[config.mk]
export PLATFORM = sky130hd
export DESIGN_NAME = mdio_frame_master
export DESIGN_NICKNAME = d
export VERILOG_FILES = /design/src/rtl/mdio_frame_master.sv
export SDC_FILE = /design/constraint.sdc
export NUM_CORES = 1
export LEC_CHECK = 0
export BUFFER_PORTS_ARGS = -buffer_cell sky130_fd_sc_hd__buf_2
export CORE_ASPECT_RATIO = 2
export CORE_MARGIN = 2
export CORE_UTILIZATION = 40
export CTS_BUF_LIST = sky130_fd_sc_hd__clkbuf_2
export CTS_CLUSTER_SIZE = 40
export DETAILED_ROUTE_END_ITERATION = 8
export PLACE_DENSITY_LB_ADDON = 0.12
export SLEW_MARGIN = 20
export SYNTH_ARGS = -nofsm -noshare
export SYNTH_HDL_FRONTEND = slang
export SYNTH_SLANG_ARGS = --single-unit
[constraint.sdc]
create_clock -name clk -period 4.7 [get_ports clk]
set_clock_uncertainty 0.2 [all_clocks]
set_input_delay 0.47 -clock clk [delete_from_list [all_inputs] [get_ports clk]]
set_output_delay 0.47 -clock clk [all_outputs]
set_load 0.05 [all_outputs]
[src/rtl/mdio_frame_master.sv]
module mdio_frame_master #(
  parameter int ADDR_W = 12,
  parameter logic [ADDR_W-1:0] CTRL_OFF = 'h128,
  parameter logic [ADDR_W-1:0] DATA_OFF = 'h12C,
  parameter int DIV_W = 7,
  parameter int PRE_LEN = 32
) (
  input  logic              clk,
  input  logic              rst_n,
  input  logic              reg_wr,
  input  logic [ADDR_W-1:0] reg_addr,
  input  logic [31:0]       reg_wdata,
  output logic [31:0]       reg_rdata,
  output logic              mdc,
  output logic              mdio_o,
  output logic              mdio_oe,
  input  logic              mdio_i
);
  localparam int FRAME_W  = 32;
  localparam int RD_W     = 16;
  localparam int TOT_W    = PRE_LEN + FRAME_W;
  localparam int BL_W     = $clog2(TOT_W + 1);
  localparam int PRE_BIT  = 7;
  localparam int DONE_BIT = 8;
  localparam int TA_LEFT  = 18;

  logic             armed, busy, done_q, pre_q, rd_q, mdc_q;
  logic [DIV_W-1:0] div_q, hcnt;
  logic [BL_W-1:0]  bits_left;
  logic [31:0]      word;
  logic [RD_W-1:0]  rx;

  wire ctrl_hit = reg_wr && (reg_addr == CTRL_OFF);
  wire data_hit = reg_wr && (reg_addr == DATA_OFF);
  wire stop_wr  = ctrl_hit && (reg_wdata[7:0] == 8'd0);
  wire go       = data_hit && armed && !busy && reg_wdata[30];
  wire tick     = busy && (hcnt == div_q);
  wire in_pre   = bits_left > BL_W'(FRAME_W);
  wire sample   = rd_q && (bits_left <= BL_W'(RD_W));

  assign mdc     = mdc_q;
  assign mdio_o  = busy && (in_pre || word[31]);
  assign mdio_oe = busy && !(rd_q && bits_left <= BL_W'(TA_LEFT));

  always_ff @(posedge clk or negedge rst_n) begin
    if (!rst_n) begin
      armed <= 1'b0; busy <= 1'b0; done_q <= 1'b0; pre_q <= 1'b0;
      rd_q <= 1'b0; mdc_q <= 1'b0; div_q <= '0; hcnt <= '0;
      bits_left <= '0; word <= '0; rx <= '0;
    end else if (stop_wr) begin
      armed <= 1'b0; busy <= 1'b0; done_q <= 1'b0; pre_q <= 1'b0;
      mdc_q <= 1'b0; div_q <= '0; hcnt <= '0;
    end else begin
      if (ctrl_hit && !busy) begin
        armed <= 1'b1;
        div_q <= reg_wdata[DIV_W-1:0];
        pre_q <= reg_wdata[PRE_BIT];
      end
      if (go) begin
        busy      <= 1'b1;
        done_q    <= 1'b0;
        word      <= reg_wdata;
        rd_q      <= reg_wdata[29];
        bits_left <= pre_q ? BL_W'(TOT_W) : BL_W'(FRAME_W);
        rx        <= '0;
        hcnt      <= '0;
        mdc_q     <= 1'b0;
      end else if (busy) begin
        if (tick) begin
          hcnt <= '0;
          if (!mdc_q) begin
            mdc_q <= 1'b1;
            if (sample) rx <= {rx[RD_W-2:0], mdio_i};
          end else begin
            mdc_q <= 1'b0;
            if (!in_pre) word <= {word[30:0], 1'b0};
            if (bits_left == BL_W'(1)) begin
              busy   <= 1'b0;
              done_q <= 1'b1;
            end else begin
              bits_left <= bits_left - 1'b1;
            end
          end
        end else begin
          hcnt <= hcnt + 1'b1;
        end
      end
    end
  end

  always_comb begin
    reg_rdata = '0;
    if (reg_addr == CTRL_OFF) begin
      reg_rdata[DIV_W-1:0] = div_q;
      reg_rdata[PRE_BIT]   = pre_q;
      reg_rdata[DONE_BIT]  = done_q;
    end else if (reg_addr == DATA_OFF) begin
      reg_rdata[RD_W-1:0] = rx;
    end
  end
endmodule

* Yosys cells after proc, flatten, opt, wreduce, memory -nomap -nowiden *
Index checks and enable logic that the tools add are counted.

operators by class
  eq/ne operators = 7
  add/subtract/negate cells = 2
  bitwise gates (word level) = 1
  reduce and logical (&&, ||, !) cells = 31
  magnitude comparators = 3
  mux-type cells = 46

operators with widths
  kind                 count
  $mux 32              5
  $mux 16              6
  $mux 7               13
  $eq 12x9->1 const B  2
  $mux 1               21
  $reduce_and 5->1     3
  $le 7x5->1 const B   2
  $logic_and 1x1->1    12
  $reduce_bool 3->1    4
  $reduce_bool 2->1    5
  $mux 9               1
  $logic_not 8->1      1
  $add 7x1->7 const B  1
  $eq 7x1->1 const B   1
  $eq 7x7->1           1
  $gt 7x6->1 const B   1
  $sub 7x1->7 const B  1
  $ne 2x2->1 const B   2
  $reduce_and 2->1     2
  $reduce_and 4->1     1
  $logic_not 1->1      2
  $ne 2x1->1 const B   1
  $logic_or 1x1->1     1
  $not 1->1            1

word-level totals
  output and inout port bits = 35
  flip-flop bits (word level) = 75
  bits of input ports = 48
  logic and storage cells = 101

* Depth between registers and ports, before layout *
  depth after elaboration = 7
  gate-level depth with buffers = 9
  depth with buffers taken out = 7

* Worst setup path after synthesis *
Ideal clock, no wire load.

  path type = input port to output port
  start point = input port reg_addr[4]
  end point = output port reg_rdata[5]
  setup slack = 2.052 ns
  data arrival time = 1.978 ns
  cell stages on the path = 5
  path buffers = 2
  cell sequence = nor4b_1 and4_1 clkbuf_1 clkbuf_1 a22o_1

on the way
  cells in the longest elaborated chain, start to end = 3
  elaborated cells between the ends (all ways) = 4

RTL lines
  what         RTL line  text
  from (decl)  11        input logic [ADDR_W-1:0] reg_addr,
  $eq 12x9->1  97        end else if (reg_addr == DATA_OFF) begin
  $mux 16      97
  $mux 9 *     93        if (reg_addr == CTRL_OFF) begin
  to (decl)    13        output logic [31:0] reg_rdata,

Mark *: on every way between the ends. The rest lies on a longest branch, timed or not.

* Worst setup path after layout *
  start point = input port reg_addr[4]
  end point = output port reg_rdata[7]

The elaborated chain is that of the path after synthesis.

==> qor.csv <==
metric,value,unit
critPathLaunchType,primary input,
vias,3329,
crit_type,primary input to output port,
routedWlPerCell,14.7,um
die_y,143,um
worstRegToRegCells,6,
dpl-instance-area,0.00417,sq mm
grt_setup_unrepaired,false,
crit_path_end_kind,output port,
initialDrtViolationCount,190,
vias_per_cell,5.18,
utilization,0.491,
rrSetupSlack,2.03,ns
synth_edf_count,0,
h-tree-depth,3,
wl,9480,um
worstSkewPairLatency,0.58,ns
nets,585,
grt.overflow.total,0,
rows,50,
syn2layout_area_growth,19.2,%
cts_tree,done,
grtUsageTotal,0.197,
clock-sinks,75,
die_w,73.5,um
ys.warnings.count,0,
relSlewSlack,0.358,
clk_pin_slew,0.23,ns
start_util,0.412,
seq_area_frac_synth,0.485,
hpwl,6640,um
numCtsBuffers,9,
netlist_area,0.00387,sq mm
netlist_instances,447,
final_area,0.00461,sq mm
powerDensity,241,mW/mm^2
grt_pass1_wl,16000,um
arrival,2.28,ns
avgSynthCellArea,8.65,sq um
outcome,"finished, final reports clean",
vdd_ir_drop_max,0.135,mV
cts_buffer_depth,2,
synth.largest_area_cell,dfrtp_1,
period_needed,2.95,ns
ys_ff_latch,75,
path_max_fanout,18,
post_synth_num_cell_types,39,
timing_worst_slew_pin_value,0.963,ns
synthTopCellsByArea,"dfrtp_1, nand2_1, nor2_1",
ant_nets,0,
drv_cap,0,
crit_required,4.03,ns
synthFlopType,dfrtp_1,
ios,83,
first_pass_iters,4,
synth_top_area_share,0.485,
leakage,2.13,nW
maxSlewViolCount,0,
grt_pass1_vias,3325,
gp_congestion,0.887,
die-area,0.0105,sq mm
setup_viol,0,
worst_hold_path.num_cells,4,
synth_most_common_cell,nand2_1,
drive_gt1_frac,0.180,
drc,0,
hold_viol_final,0,
core,0.00938,sq mm
max_freq,340,MHz
antenna_found_initial,1,
grt_max_degree,76,
cts_root_buffer,clkbuf_2,
min_path_type,primary input to flop,
finalSetupTns,0,ns
io_buffers,66,
synthTopCellsByCount,"nand2_1, dfrtp_1, nor2_1",
synthArstFlopShare,1.00,
cts_resized,0,
period_share,0.627,
==> report_power, final <==
part	switching, mW	internal, mW	leakage (nW)
clock network	0.260	0.0769	0.0595
registers	0.0105	0.655	0.967
logic	0.0636	0.0449	1.11
==> per-layer routing <==
metal / up-vias / part of all wire / track usage
li1: 1640 / - / -
met1: 1582 / 0.41 / 0.238
met2: 83 / 0.51 / 0.322
met3: 24 / 0.034 / 0.0388
met4: 0 / 0.038 / 0.103
met5: - / 0 / 0
==> worst paths after layout <==
path                             startpoint                   end
max                             reg_addr[4]          reg_rdata[7]
min                                  reg_wr  div_q[2]$_DFFE_PN0P_
max reg2reg                  busy$_DFF_PN0_  word[29]$_DFFE_PN0P_
min reg2reg                rd_q$_DFFE_PN0P_      rd_q$_DFFE_PN0P_
max in group asynchronous             rst_n   word[9]$_DFFE_PN0P_
min in group asynchronous             rst_n     rx[5]$_DFFE_PN0P_
==> registers in the layout, indices dropped and copies added, names as in the netlist <==
signal     flops
armed          1
done_q         1
rx            16
div_q          7
hcnt           7
word          32
mdc            1
bits_left      7
rd_q           1
busy           1
pre_q          1
==> through the flow <==
stage | worst slack, ns | power [mW] | hold WS, ns | std cells
floorplan | 2.05 | 0.733 | -0.0256 | 462
detailed placement | 1.35 | 0.765 | 0.260 | 593
global placement | 1.45 | 0.763 | 0.257 | 593
global route | 1.53 | 1.16 | 0.172 | 643
finish | 1.75 | 1.11 | 0.197 | 643
CTS | 1.63 | 1.12 | 0.160 | 642
==> what timing repair did <==
item	4_1_cts	5_1_grt
endpoints found under the hold margin	116	0
hold buffers	33	0
setup buffers	0	0
==> layout make-up <==
cell class	instances	area, sq um
fillers	908	4770
flip-flops and latches	75	1880
multi-input cells	338	1780
repair buffers	103	693
well taps	104	130
clock inverters	7	58.8
clock buffers	9	45.0
inverters	6	22.5
diodes	1	2.50
==> placed cells by master (no fill, tap or decap), types with 3 or more instances in the layout <==
master,Yosys,final
a31oi_1,29,29
xor2_1,4,4
dlygate4sd3_1,0,33
mux2i_1,4,4
clkbuf_2,1,9
buf_2,9,65
nand4_1,5,5
o21ai_0,19,19
o21ai_1,4,4
a21oi_1,7,7
dfrtp_1,75,75
xnor2_1,15,15
nor2_1,51,51
and3_1,4,3
inv_1,6,6
nand3_1,12,12
nor3_1,5,5
nor4_2,3,3
and2_1,10,10
ha_1,4,4
inv_6,0,3
a22o_1,9,9
conb_1,1,16
buf_4,19,5
nand2_1,117,117
==> critical path: stages <==
cell     delay, ns
buf_2         0.09
nor4b_1       0.44
and4b_1       0.72
a22o_1        0.27
buf_2         0.27
==> cells by family after synthesis <==
kind of cell / after synthesis / share of synthesized area
AND/OR/NAND/NOR: 223 / 0.262
flip-flops: 75 / 0.485
AO/OA/AOI/OAI: 70 / 0.110
buffers and inverters: 49 / 0.0692
XOR/XNOR: 19 / 0.0430
multiplexers: 6 / 0.0162
adder cells (fa/ha/maj): 4 / 0.0129
other: 1 / 0.000969
Power figures use the tool's default switching activity.
